File: src/rtl/ppc_pkg.sv
package ppc_pkg;
    localparam int DW = 8;
    localparam int AW = 3;

    localparam logic [AW-1:0] OFS_DATA = 3'd0;
    localparam logic [AW-1:0] OFS_STAT = 3'd1;
    localparam logic [AW-1:0] OFS_CTRL = 3'd2;

    // status bit positions
    localparam int ST_NBUSY  = 7;
    localparam int ST_ACK    = 6;
    // control bit positions
    localparam int CT_DIR    = 5;
    localparam int CT_IEN    = 4;
    localparam int CT_SEL    = 3;
    localparam int CT_INIT   = 2;
    localparam int CT_STB    = 0;

    localparam logic [DW-1:0] STATUS_RST  = 8'hD9;
    localparam logic [DW-1:0] STATUS_INIT = 8'hD8;
    localparam logic [DW-1:0] CTRL_RST    = 8'h0C;
    localparam logic [DW-1:0] UNUSED_RD   = {DW{1'b1}};

    typedef struct packed {
        logic [DW-1:0] dataw;
        logic [DW-1:0] datar;
        logic [DW-1:0] status;
        logic [DW-1:0] control;
        logic          irq_pend;
        logic [DW-1:0] out_byte;
        logic          out_valid;
        logic [DW-1:0] rdata;
    } ppc_state_t;
endpackage

File: src/rtl/ppc_ctrl_wr.sv
module ppc_ctrl_wr
    import ppc_pkg::*;
(
    input  logic [DW-1:0] wdata,
    input  logic [DW-1:0] ctrl_q,
    input  logic [DW-1:0] status_q,
    output logic [DW-1:0] status_nxt,
    output logic          emit,
    output logic          irq_set
);
    always_comb begin
        status_nxt = status_q;
        emit       = 1'b0;
        irq_set    = 1'b0;
        if (!wdata[CT_INIT]) begin
            status_nxt = STATUS_INIT;
        end else if (wdata[CT_SEL] && wdata[CT_STB]) begin
            status_nxt[ST_NBUSY] = 1'b0;
            emit    = !ctrl_q[CT_STB];
            irq_set = ctrl_q[CT_IEN];
        end
    end
endmodule

File: src/rtl/ppc_stat_rd.sv
module ppc_stat_rd
    import ppc_pkg::*;
(
    input  logic [DW-1:0] status_q,
    input  logic [DW-1:0] ctrl_q,
    input  logic          irq_q,
    output logic [DW-1:0] status_nxt,
    output logic          irq_nxt
);
    always_comb begin
        status_nxt = status_q;
        irq_nxt    = irq_q;
        if (!status_q[ST_NBUSY] && !ctrl_q[CT_STB]) begin
            if (status_q[ST_ACK]) begin
                status_nxt[ST_ACK] = 1'b0;
            end else begin
                status_nxt[ST_ACK]   = 1'b1;
                status_nxt[ST_NBUSY] = 1'b1;
                irq_nxt              = 1'b0;
            end
        end
    end
endmodule

File: src/rtl/ppc_rd_mux.sv
module ppc_rd_mux
    import ppc_pkg::*;
(
    input  logic [AW-1:0] addr,
    input  logic [DW-1:0] dataw_q,
    input  logic [DW-1:0] datar_q,
    input  logic [DW-1:0] status_q,
    input  logic [DW-1:0] ctrl_q,
    output logic [DW-1:0] rd_val
);
    always_comb begin
        unique case (addr)
            OFS_DATA: rd_val = ctrl_q[CT_DIR] ? datar_q : dataw_q;
            OFS_STAT: rd_val = status_q;
            OFS_CTRL: rd_val = ctrl_q;
            default:  rd_val = UNUSED_RD;
        endcase
    end
endmodule

File: src/rtl/ppc_port.sv
module ppc_port
    import ppc_pkg::*;
(
    input  logic          clk,
    input  logic          rst_n,
    input  logic [AW-1:0] addr,
    input  logic          wr_en,
    input  logic          rd_en,
    input  logic [DW-1:0] wdata,
    output logic [DW-1:0] rdata,
    input  logic [DW-1:0] pin_data_in,
    output logic [DW-1:0] byte_out,
    output logic          byte_valid,
    output logic          irq
);
    ppc_state_t st_q, st_d;

    logic [DW-1:0] cw_status, sr_status, rd_val;
    logic          cw_emit, cw_irq_set, sr_irq;

    ppc_ctrl_wr u_cw (
        .wdata      (wdata),
        .ctrl_q     (st_q.control),
        .status_q   (st_q.status),
        .status_nxt (cw_status),
        .emit       (cw_emit),
        .irq_set    (cw_irq_set)
    );

    ppc_stat_rd u_sr (
        .status_q   (st_q.status),
        .ctrl_q     (st_q.control),
        .irq_q      (st_q.irq_pend),
        .status_nxt (sr_status),
        .irq_nxt    (sr_irq)
    );

    ppc_rd_mux u_mux (
        .addr     (addr),
        .dataw_q  (st_q.dataw),
        .datar_q  (st_q.datar),
        .status_q (st_q.status),
        .ctrl_q   (st_q.control),
        .rd_val   (rd_val)
    );

    always_comb begin
        st_d           = st_q;
        st_d.datar     = pin_data_in;
        st_d.out_valid = 1'b0;
        if (wr_en) begin
            case (addr)
                OFS_DATA: st_d.dataw = wdata;
                OFS_CTRL: begin
                    st_d.status  = cw_status;
                    st_d.control = wdata;
                    if (cw_emit) begin
                        st_d.out_byte  = st_q.dataw;
                        st_d.out_valid = 1'b1;
                    end
                    if (cw_irq_set) st_d.irq_pend = 1'b1;
                end
                default: ;
            endcase
        end else if (rd_en) begin
            st_d.rdata = rd_val;
            if (addr == OFS_STAT) begin
                st_d.status   = sr_status;
                st_d.irq_pend = sr_irq;
            end
        end
    end

    always_ff @(posedge clk) begin
        if (!rst_n) begin
            st_q.dataw     <= '0;
            st_q.datar     <= '0;
            st_q.status    <= STATUS_RST;
            st_q.control   <= CTRL_RST;
            st_q.irq_pend  <= 1'b0;
            st_q.out_byte  <= '0;
            st_q.out_valid <= 1'b0;
            st_q.rdata     <= '0;
        end else begin
            st_q <= st_d;
        end
    end

    assign rdata      = st_q.rdata;
    assign byte_out   = st_q.out_byte;
    assign byte_valid = st_q.out_valid;
    assign irq        = st_q.irq_pend;
endmodule

File: config.mk
export PLATFORM = sky130hd
export DESIGN_NAME = ppc_port
export DESIGN_NICKNAME = d
export VERILOG_FILES = /design/src/rtl/ppc_pkg.sv /design/src/rtl/ppc_ctrl_wr.sv /design/src/rtl/ppc_stat_rd.sv /design/src/rtl/ppc_rd_mux.sv /design/src/rtl/ppc_port.sv
export SDC_FILE = /design/constraint.sdc
export NUM_CORES = 1
export LEC_CHECK = 0
export ABC_CLOCK_PERIOD_IN_PS = 1400
export BUFFER_PORTS_ARGS = -buffer_cell sky130_fd_sc_hd__buf_2
export CELL_PAD_IN_SITES_DETAIL_PLACEMENT = 0
export CELL_PAD_IN_SITES_GLOBAL_PLACEMENT = 1
export CORE_MARGIN = 4
export CORE_UTILIZATION = 36
export DETAILED_ROUTE_END_ITERATION = 8
export PLACE_DENSITY_LB_ADDON = 0.12
export SLEW_MARGIN = 10
export SYNTH_ARGS = -nofsm -noshare
export SYNTH_HDL_FRONTEND = slang
export SYNTH_SLANG_ARGS = --single-unit
File: constraint.sdc
create_clock -name clk -period 1.4 [get_ports clk]
set_input_delay 0.28 -clock clk [delete_from_list [all_inputs] [get_ports clk]]
set_output_delay 0.28 -clock clk [all_outputs]
set_load 0.01 [all_outputs]
==> flow_summary.ini <==
[timing]
tightest_slew_ns = 0.3268
min_period_over_period_pct = 98.94
rsz0062_at_grt = yes
timing.fmax_mhz = 721.9
setup_tns_ns = 0
hold_viol = 0
setup_viol = 0
slew_headroom_pct = 78.04
slew_violations = 0
finClkSkew_ns = 0.005926
period_needed_ns = 1.385

[grt]
antenna_found_initial = 0
grt_pass1_vias = 1681
met1_usage_pct = 21.28
grt_pass1_wl_um = 8418
use_met3_pct = 3.968
grt_overflow_total = 0
busiest_layer = met2
grt_max_degree = 25
grtUsageTotal_pct = 15.01
gr-usage-met2_pct = 22.45

[critical_path]
slowest_stage = or4b_4
worst-path-max-fanout = 2
cp-start-kind = flip-flop
critPathRequiredTime_ns = 1.59
crit_path_end_kind = flip-flop
cp_data_arrival_time_ns = 1.57
critPathMaxStageDelay_ns = 0.54
timing_worst_setup_path_type = reg -> reg
crit_chain = or4b_4 -> nor2_2 -> o22ai_1 -> a211o_1

[route]
wl_per_cell_um = 13.77
drt_iter0_drc = 69
firstDrtPassIters = 4
avgViaCountPerCell = 4.784
vias = 1703
postRouteAntennaNets = 0
wirelength_um = 4902
drc_errors = 0

[clock_tree]
clockRootBuffer = clkbuf_8
post_cts_buffers = 0
clkTransAtPathRegs_ns = 0.08
cts_resized = 0
cts_tree = built
cts_made_buffers = 5
clkSinkCount = 46
clk_latency_ns = 0.29
clk_path_buf_depth = 2
cts_max_level = 2

[logic_synthesis]
synth_edf_count = 0
synthArstFlopShare_pct = 0
yosys-top-cells-count = 52 x nand2_1, 46 x dfxtp_1, 26 x o21ai_0, 17 x buf_4, 13 x a21boi_0
synth_area_um2 = 2034
synthTopCellsByArea = dfxtp_1 45%, nand2_1 9.6%, o21ai_0 6.4%
synth_top_area_cell = dfxtp_1
yosysWarningCount = 0
ys_types = 36
yosysMostFrequentCell = nand2_1
seq_area_frac_synth_pct = 45.26
postSynthAreaPerCell_um2 = 8.407
netlist_instances = 242
synthFlopType = dfxtp_1
synthesis.nets = 265
yosys.area.top_type_share_pct = 45.26
yosys_register_bits = 46

[final_layout]
layout.nets = 308
multi_input_area_um2 = 913.4
regArea_um2 = 922.1
fillers = 596
fin_util_pct = 44.54
drive_gt1_share_pct = 29.58
antenna_cells = 0
syn_to_final_growth_pct = 20.54
fin_area_um2 = 2452

[floorplanning]
die_h_um = 83.18
die-area_um2 = 6918
rows = 27
initial_core_util_pct = 36.95
die_x_um = 83.18
ios = 41
core_um2 = 5507

[placement]
numPortBuffers = 40
place_area_um2 = 2370
routabilityCongestion = 0.7681
dp_hpwl_um = 3696

[pwr]
power.density_nw_per_um2 = 989.6
worst_ir_drop_vdd_mv = 0.3748
cellLeakagePower_nw = 0.9893

[flow_run]
max_cap_viol_count = 0

[min_path]
hold_path_class = in -> reg

[run_status]
status = finished clean
-- cells by family after synthesis --
kind of cell | after synthesis | synth area share, %
simple gates | 97 | 23.99
buf+inv | 32 | 9.840
mux | 7 | 3.628
compound gates | 60 | 17.28
flops | 46 | 45.26
-- per-stage QoR --
| step | setup slack (ns) | cells | power (mW) | hold slack, ns |
|---|---|---|---|---|
| finish | 0.01482 | 356 | 2.427 | 0.1887 |
| global route | -0.08021 | 356 | 2.550 | 0.1829 |
| CTS | 0.01293 | 356 | 2.471 | 0.1770 |
| detailed placement | -0.04993 | 350 | 1.665 | 0.4392 |
| global placement | -0.03450 | 350 | 1.664 | 0.4315 |
| floorplan | 0.008568 | 242 | 1.550 | 0.4040 |
-- sequential cells by signal, summed over array words and instances (netlist names) --
signal / cells
irq: 1
rdata: 8
byte_valid: 1
st_q: 28
byte_out: 8
-- layer usage --
| layer | share of wire [%] | routed length [um] | vias to the layer above |
|---|---|---|---|
| li1 | - | - | 877 |
| met1 | 50 | 2457 | 777 |
| met2 | 44 | 2144 | 43 |
| met3 | 5.0 | 245 | 6 |
| met4 | 1.1 | 55 | 0 |
| met5 | 0 | 0 | - |
-- layout by cell type (no fill, tap or decap), drive strengths merged, types with 2 or more instances in the layout --
cell,instances
nor2,11
mux2i,4
nand2,52
clkbuf,6
and2,10
a21boi,15
dfxtp,46
nand3,11
nand2b,2
nor3,3
nand3b,2
buf,67
o21ai,28
a21oi,11
mux2,3
-- layout make-up --
type                            count  share of cell area, %
Clock buffer                        6                  3.367
Sequential cell                    46                  37.60
Inverter                            1                 0.1531
Multi-Input combinational cell    164                  37.24
Tap cell                           72                  3.673
Timing Repair Buffer               67                  17.96
-- critical path, delay by kind of cell (launching register included) --
kind / cells / cell delay [ns]
DFF: 1 / 0.32
AOI/OAI and AO/OA: 2 / 0.33
and+or+nand+nor: 2 / 0.63
-- worst paths after layout --
| kind | start | end | slack, ns | cells past startpoint |
|---|---|---|---|---|
| setup / recovery | st_q[33]$_SDFFE_PN1P_ | st_q[32]$_SDFFE_PN1P_ | 0.01 | 4 |
| hold / removal | pin_data_in[5] | st_q[39]$_SDFF_PN0_ | 0.19 | 2 |
| setup reg to reg | st_q[33]$_SDFFE_PN1P_ | st_q[32]$_SDFFE_PN1P_ | 0.01 | 4 |
| hold reg to reg | byte_out[5]$_SDFFE_PN0P_ | byte_out[5]$_SDFFE_PN0P_ | 0.45 | 2 |
-- power breakdown --
part           switching (mW)  internal (mW)
logic                   0.136          0.124
clock network           0.415          0.381
registers              0.0207           1.35
-- what timing repair did --
| action | CTS | global route |
|---|---|---|
| setup endpoints to repair | 1 | 3 |
| pin swaps | 1 | 0 |
| hold buffers | 0 | 0 |
No activity file was read; power rests on OpenSTA's default activity.
